`src/rtl/lnk_pkg.sv`:
```
package lnk_pkg;

    typedef enum logic [1:0] {
        PH_COMMA = 2'd0,
        PH_ALIGN = 2'd1,
        PH_DATA  = 2'd2
    } phase_t;

    localparam logic [7:0] CODE_COMMA  = 8'hBC;
    localparam logic [7:0] CODE_MF_BEG = 8'h1C;
    localparam logic [7:0] CODE_MF_END = 8'h7C;

    localparam int ALIGN_MFS  = 4;
    localparam int CFG_MF_IDX = 1;

    typedef struct packed {
        logic       ctrl;
        logic       cfg;
        logic       valid;
        logic [7:0] code;
    } lane_ctl_t;

    function automatic lane_ctl_t lane_word(phase_t ph, logic first, logic last,
                                            logic [1:0] mf_idx);
        lane_ctl_t w;
        w = '0;
        case (ph)
            PH_COMMA: begin
                w.ctrl = 1'b1;
                w.code = CODE_COMMA;
            end
            PH_ALIGN: begin
                if (first) begin
                    w.ctrl = 1'b1;
                    w.code = CODE_MF_BEG;
                end else if (last) begin
                    w.ctrl = 1'b1;
                    w.code = CODE_MF_END;
                end else begin
                    w.cfg = (mf_idx == 2'(CFG_MF_IDX));
                end
            end
            PH_DATA:  w.valid = 1'b1;
            default:  w = '0;
        endcase
        return w;
    endfunction

endpackage

```
`src/rtl/lnk_sync_cdc.sv`:
```
module lnk_sync_cdc (
    input  logic clk,
    input  logic rst,
    input  logic sel,
    input  logic se_n,
    input  logic diff_n,
    output logic req_high
);
    logic picked;
    logic [1:0] stage;

    assign picked = sel ? diff_n : se_n;

    always_ff @(posedge clk) begin
        if (rst) stage <= 2'b11;
        else     stage <= {stage[0], picked};
    end

    assign req_high = stage[1];
endmodule

```
`src/rtl/lnk_mf_timer.sv`:
```
module lnk_mf_timer #(
    parameter int MF_LEN = 4
) (
    input  logic clk,
    input  logic rst,
    output logic first,
    output logic last
);
    localparam int POS_W = (MF_LEN > 1) ? $clog2(MF_LEN) : 1;
    logic [POS_W-1:0] pos;

    always_ff @(posedge clk) begin
        if (rst)                         pos <= '0;
        else if (pos == POS_W'(MF_LEN-1)) pos <= '0;
        else                             pos <= pos + 1'b1;
    end

    assign first = (pos == '0);
    assign last  = (pos == POS_W'(MF_LEN-1));
endmodule

```
`src/rtl/lnk_seq_fsm.sv`:
```
module lnk_seq_fsm
    import lnk_pkg::*;
#(
    parameter int RELINK_LOW = 4
) (
    input  logic       clk,
    input  logic       rst,
    input  logic       req_high,
    input  logic       wide_mode,
    input  logic       mf_first,
    input  logic       mf_last,
    output phase_t     phase,
    output logic [1:0] mf_idx
);
    localparam int LOW_W = (RELINK_LOW > 1) ? $clog2(RELINK_LOW) : 1;

    logic [LOW_W-1:0] low_run;
    logic             saw_low;

    always_ff @(posedge clk) begin
        if (rst) begin
            phase   <= PH_COMMA;
            mf_idx  <= '0;
            low_run <= '0;
            saw_low <= 1'b0;
        end else if (wide_mode) begin
            phase   <= PH_DATA;
            low_run <= '0;
            saw_low <= 1'b0;
        end else begin
            case (phase)
                PH_COMMA: begin
                    if (!req_high) saw_low <= 1'b1;
                    if (req_high && saw_low && mf_last) begin
                        phase   <= PH_ALIGN;
                        mf_idx  <= '0;
                        saw_low <= 1'b0;
                    end
                end
                PH_ALIGN: begin
                    if (mf_last) begin
                        if (mf_idx == 2'(ALIGN_MFS-1)) phase <= PH_DATA;
                        else                           mf_idx <= mf_idx + 1'b1;
                    end
                end
                default: begin
                    if (req_high) begin
                        low_run <= '0;
                    end else if (low_run == LOW_W'(RELINK_LOW-1)) begin
                        phase   <= PH_COMMA;
                        low_run <= '0;
                        saw_low <= 1'b1;
                    end else begin
                        low_run <= low_run + 1'b1;
                    end
                end
            endcase
        end
    end

    AST_ALIGN_ON_BOUNDARY: assert property (@(posedge clk) disable iff (rst)
        (phase == PH_ALIGN && $past(phase) != PH_ALIGN) |-> mf_first);
    AST_ALIGN_NEEDS_RELEASE: assert property (@(posedge clk) disable iff (rst)
        (phase == PH_ALIGN && $past(phase) == PH_COMMA) |-> ($past(req_high) && $past(saw_low)));
    AST_ALIGN_FULL_LENGTH: assert property (@(posedge clk) disable iff (rst)
        (phase == PH_DATA && $past(phase) == PH_ALIGN) |-> ($past(mf_idx) == 2'(ALIGN_MFS-1) && $past(mf_last)));
    AST_RELINK_AFTER_RUN: assert property (@(posedge clk) disable iff (rst)
        (phase == PH_COMMA && $past(phase) == PH_DATA) |-> (!$past(req_high) && $past(low_run) == LOW_W'(RELINK_LOW-1)));
    AST_WIDE_STAYS_DATA: assert property (@(posedge clk) disable iff (rst)
        ($past(wide_mode) && !$past(rst)) |-> phase == PH_DATA);
endmodule

```
`src/rtl/lnk_lane_map.sv`:
```
module lnk_lane_map
    import lnk_pkg::*;
#(
    parameter int LANES = 4,
    parameter int CNT_W = 3
) (
    input  phase_t             phase,
    input  logic               mf_first,
    input  logic               mf_last,
    input  logic [1:0]         mf_idx,
    input  logic [CNT_W-1:0]   active_lanes,
    output logic [LANES-1:0]   ctrl,
    output logic [LANES-1:0]   cfg,
    output logic [LANES-1:0]   valid,
    output logic [8*LANES-1:0] code
);
    lane_ctl_t shared;
    assign shared = lane_word(phase, mf_first, mf_last, mf_idx);

    for (genvar i = 0; i < LANES; i++) begin : g_lane
        logic      on;
        lane_ctl_t w;
        assign on            = (CNT_W'(i) < active_lanes);
        assign w             = on ? shared : '0;
        assign ctrl[i]       = w.ctrl;
        assign cfg[i]        = w.cfg;
        assign valid[i]      = w.valid;
        assign code[8*i +: 8] = w.code;
    end
endmodule

```
`src/rtl/lnk_init_ctrl.sv`:
```
module lnk_init_ctrl
    import lnk_pkg::*;
#(
    parameter int LANES      = 4,
    parameter int MF_LEN     = 4,
    parameter int RELINK_LOW = 4,
    localparam int CNT_W     = $clog2(LANES + 1)
) (
    input  logic               clk,
    input  logic               rst,
    input  logic               sync_se_n,
    input  logic               sync_diff_n,
    input  logic               sync_sel,
    input  logic               mode_64b66b,
    input  logic [CNT_W-1:0]   active_lanes,
    output logic [1:0]         link_phase,
    output logic               mf_start,
    output logic [LANES-1:0]   tx_ctrl,
    output logic [LANES-1:0]   tx_cfg,
    output logic [LANES-1:0]   tx_valid,
    output logic [8*LANES-1:0] tx_code
);
    logic       req_high, mf_first, mf_last;
    logic [1:0] mf_idx;
    phase_t     phase;

    lnk_sync_cdc u_cdc (
        .clk(clk), .rst(rst), .sel(sync_sel),
        .se_n(sync_se_n), .diff_n(sync_diff_n), .req_high(req_high)
    );

    lnk_mf_timer #(.MF_LEN(MF_LEN)) u_timer (
        .clk(clk), .rst(rst), .first(mf_first), .last(mf_last)
    );

    lnk_seq_fsm #(.RELINK_LOW(RELINK_LOW)) u_fsm (
        .clk(clk), .rst(rst), .req_high(req_high), .wide_mode(mode_64b66b),
        .mf_first(mf_first), .mf_last(mf_last), .phase(phase), .mf_idx(mf_idx)
    );

    lnk_lane_map #(.LANES(LANES), .CNT_W(CNT_W)) u_lanes (
        .phase(phase), .mf_first(mf_first), .mf_last(mf_last), .mf_idx(mf_idx),
        .active_lanes(active_lanes), .ctrl(tx_ctrl), .cfg(tx_cfg),
        .valid(tx_valid), .code(tx_code)
    );

    assign link_phase = phase;
    assign mf_start   = mf_first;
endmodule

```
`config.mk`:
```
export PLATFORM = sky130hd
export DESIGN_NAME = lnk_init_ctrl
export DESIGN_NICKNAME = d
export VERILOG_FILES = /design/src/rtl/lnk_pkg.sv /design/src/rtl/lnk_sync_cdc.sv /design/src/rtl/lnk_mf_timer.sv /design/src/rtl/lnk_seq_fsm.sv /design/src/rtl/lnk_lane_map.sv /design/src/rtl/lnk_init_ctrl.sv
export SDC_FILE = /design/constraint.sdc
export NUM_CORES = 1
export LEC_CHECK = 0
export ABC_AREA = 0
export BUFFER_PORTS_ARGS = -buffer_cell sky130_fd_sc_hd__buf_4
export CAP_MARGIN = 20
export CORE_MARGIN = 5
export CORE_UTILIZATION = 38
export DETAILED_ROUTE_END_ITERATION = 6
export PLACE_DENSITY = 0.8
export SLEW_MARGIN = 20
export SYNTH_ARGS = -nofsm -noshare
export SYNTH_HDL_FRONTEND = slang
export SYNTH_SLANG_ARGS = --single-unit
```
`constraint.sdc`:
```
create_clock -name clk -period 1.5 [get_ports clk]
set_clock_uncertainty 0.05 [all_clocks]
set_input_delay 0.3 -clock clk [delete_from_list [all_inputs] [get_ports clk]]
set_output_delay 0.3 -clock clk [all_outputs]
set_load 0.03 [all_outputs]
```
==> key figures <==
Placement
  • GPL Wtd Cong: 0.848
  • Detailed placement HPWL: 1970 um
  • # port buffers: 47

GRT
  • First-pass GRT wire length: 4260 um
  • Total track usage: 0.161
  • Vias in the first global route: 951
  • Initial antenna violation count: 0
  • Grt total ovfl: 0
  • Largest net degree at the start of global routing: 12

Worst setup path
  • R2R Path Start: u_timer.pos[0]
  • CP startpoint: u_timer.pos[1]
  • Worst path buffer plus inverter count: 2
  • WS Path Type: flop to output port
  • Cell Chain, Critical Path: inv_2 -> ha_4 -> a21o_4 -> nor2_4 -> buf_6
  • Cell family with most CP delay: flip-flops
  • Worst setup EP type: output port
  • CP Launch Type: flop
  • Critical Path RT: 1.15 ns
  • Max incr delay on CP: 0.36 ns
  • Crit-path max FO: 4
  • Max stage delay cell, worst path: dfxtp_2
  • Crit path DAT: 1.54 ns

Floorplanning
  • Die Span Y: 58.1 um
  • Die area: 3380 um2
  • Die Width: 58.1 um
  • Core area: 2210 um2
  • Core Rows: 17
  • Initial Util: 0.398
  • IO Pins: 56

Min path
  • Hold crit path type: input port to flop
  • Worst Hold Launch: sync_diff_n

Route
  • # DRC: 0
  • Via Count: 988
  • Drt first pass iters: 4
  • DR WL/cell: 16.7 um
  • Final WL: 3250 um
  • Vias per inst: 5.07
  • 1st-iter DRT viols: 40
  • Routed Antenna Nets: 0

Yosys
  • Seq cells post-synth: 11
  • Yosys warns: 0
  • Syn_area_per_cell: 7.39 um2
  • Syn Inst Count: 119
  • Sequential share of the synthesized area: 0.250
  • Post-Syn Area: 880 um2
  • Netlist cell types: 30

Clock network
  • CTS tree: done
  • Root Buffer: clkbuf_4
  • H-tree Lvls: 1
  • Clock latency on the worst-skew pair: 0.27 ns
  • Num CTS Buffers: 3
  • Clk buf depth: 2
  • Clk slew on worst S/H paths: 0.07 ns
  • Num Clock Sinks: 11

Power and ir drop
  • Overall power: 1130 uW
  • Leak pwr: 0.000731 uW
  • Pwr per Cell Area: 684 nW/um2
  • Max VDD drop: 0.637 mV

STA
  • FMAX: 528 MHz
  • Minimum clock period: 1.89 ns
  • Final Hold Viols: 0
  • Final period util: 1.26
  • Final setup vio count: 36
  • TNS Setup: -8.45 ns
  • Setup WS post-layout: -0.394 ns
  • Fin. max-slew vios: 0
  • RSZ-0062 raised after global routing: true

Run status
  • Failing checks: setup timing
  • Status: finished, violations left

Final layout
  • Share of cells above drive strength 1: 0.623
  • Post-layout util: 0.745
  • Final net count: 183
  • ANT cells: 0
  • Syn-to-layout area delta: 87.3%

Job
  • Max_cap viols: 0
## placed cells by master (no fill, tap or decap), drive strengths merged, types with 2 or more instances in the layout
| master | synthesis | routed |
|---|---|---|
| nand3 | 2 | 2 |
| a21o | 2 | 2 |
| nand2 | 4 | 4 |
| clkbuf | 1 | 4 |
| a21oi | 8 | 8 |
| nand2b | 5 | 5 |
| buf | 24 | 62 |
| nor2b | 2 | 2 |
| nor3 | 8 | 8 |
| conb | 1 | 8 |
| inv | 8 | 8 |
| o22ai | 2 | 2 |
| nor2 | 21 | 21 |
| dfxtp | 11 | 11 |
| ha | 6 | 6 |
## power breakdown
group	internal, uW	total [uW]	switching [uW]	leakage, uW
registers	306	321	15.3	0.0000919
logic	247	598	350	0.000624
clock network	103	208	105	0.0000150
total	656	1130	470	0.000731
## path summary, 6_finish.rpt
check | end | slack, ns | cells past startpoint
worst max register to register | u_fsm.saw_low | 0.03 | 5
worst min-delay path | u_cdc.stage[0] | 0.18 | 2
worst max-delay path | tx_code[20] | -0.39 | 5
worst min register to register | u_cdc.stage[1] | 0.36 | 1
## synth_stat cells (all sizes together)
cell type / instances / area [um2]
buf: 24 / 173
nor2: 21 / 78.8
dfxtp: 11 / 220
a21oi: 8 / 40.0
inv: 8 / 30.0
nor3: 8 / 40.0
ha: 6 / 75.1
nand2b: 5 / 31.3
nand2: 4 / 15.0
a21o: 2 / 15.0
nand3: 2 / 10.0
nor2b: 2 / 12.5
o22ai: 2 / 12.5
a2111oi: 1 / 15.0
a211o: 1 / 8.76
and2: 1 / 6.26
clkbuf: 1 / 3.75
conb: 1 / 3.75
mux2: 1 / 11.3
mux2i: 1 / 10.0
nand3b: 1 / 7.51
nand4: 1 / 6.26
nand4b: 1 / 8.76
nor3b: 1 / 7.51
nor4: 1 / 6.26
o21ai: 1 / 5.00
o221a: 1 / 11.3
o32ai: 1 / 8.76
or2: 1 / 6.26
## per-layer routing
metal,track usage,vias to the layer above,part of all wire
met5,0,-,0
met4,0.0497,0,0.018
met3,0.0356,7,0.082
met2,0.305,53,0.48
met1,0.174,463,0.41
li1,-,465,-
## area by class of cell
type	count	area, um2
Fill cell	139	564
Inverter	8	30.0
Clock buffer	4	26.3
Tap cell	28	35.0
Timing Repair Buffer	62	611
Sequential cell	11	230
Multi-Input combinational cell	82	716
## stage by stage
stage / hold slack [ns] / setup WS [ns] / area, um2 / instances
floorplan: 0.329 / -0.141 / 1060 / 126
global placement: 0.351 / -0.00793 / 1350 / 189
detailed placement: 0.346 / -0.0433 / 1350 / 189
CTS: 0.182 / -0.331 / 1540 / 195
global route: 0.199 / -0.426 / 1650 / 195
finish: 0.181 / -0.394 / 1650 / 195
## registers in the layout, summed over array words and instances (netlist names)
register	flops
u_fsm.mf_idx	2
u_timer.pos	2
u_fsm.low_run	2
u_fsm.saw_low	1
u_cdc.stage	2
u_fsm.phase	2
## cells by family after synthesis
family          count (synthesis)  share of synthesized area
mux                             2                     0.0242
buf+inv                        33                      0.235
compound gates                 17                      0.132
other cells                     1                    0.00426
simple gates                   49                      0.269
flops                          11                      0.250
fa+ha+maj                       6                     0.0853
## what timing repair did
item,in CTS,in global routing
hold buffers,0,0
cloned,0,0
setup buffers,2,0
endpoints found under the setup margin,38,40
pin swaps,6,4
gates resized for setup,36,25
Power figures use the tool's default switching activity.
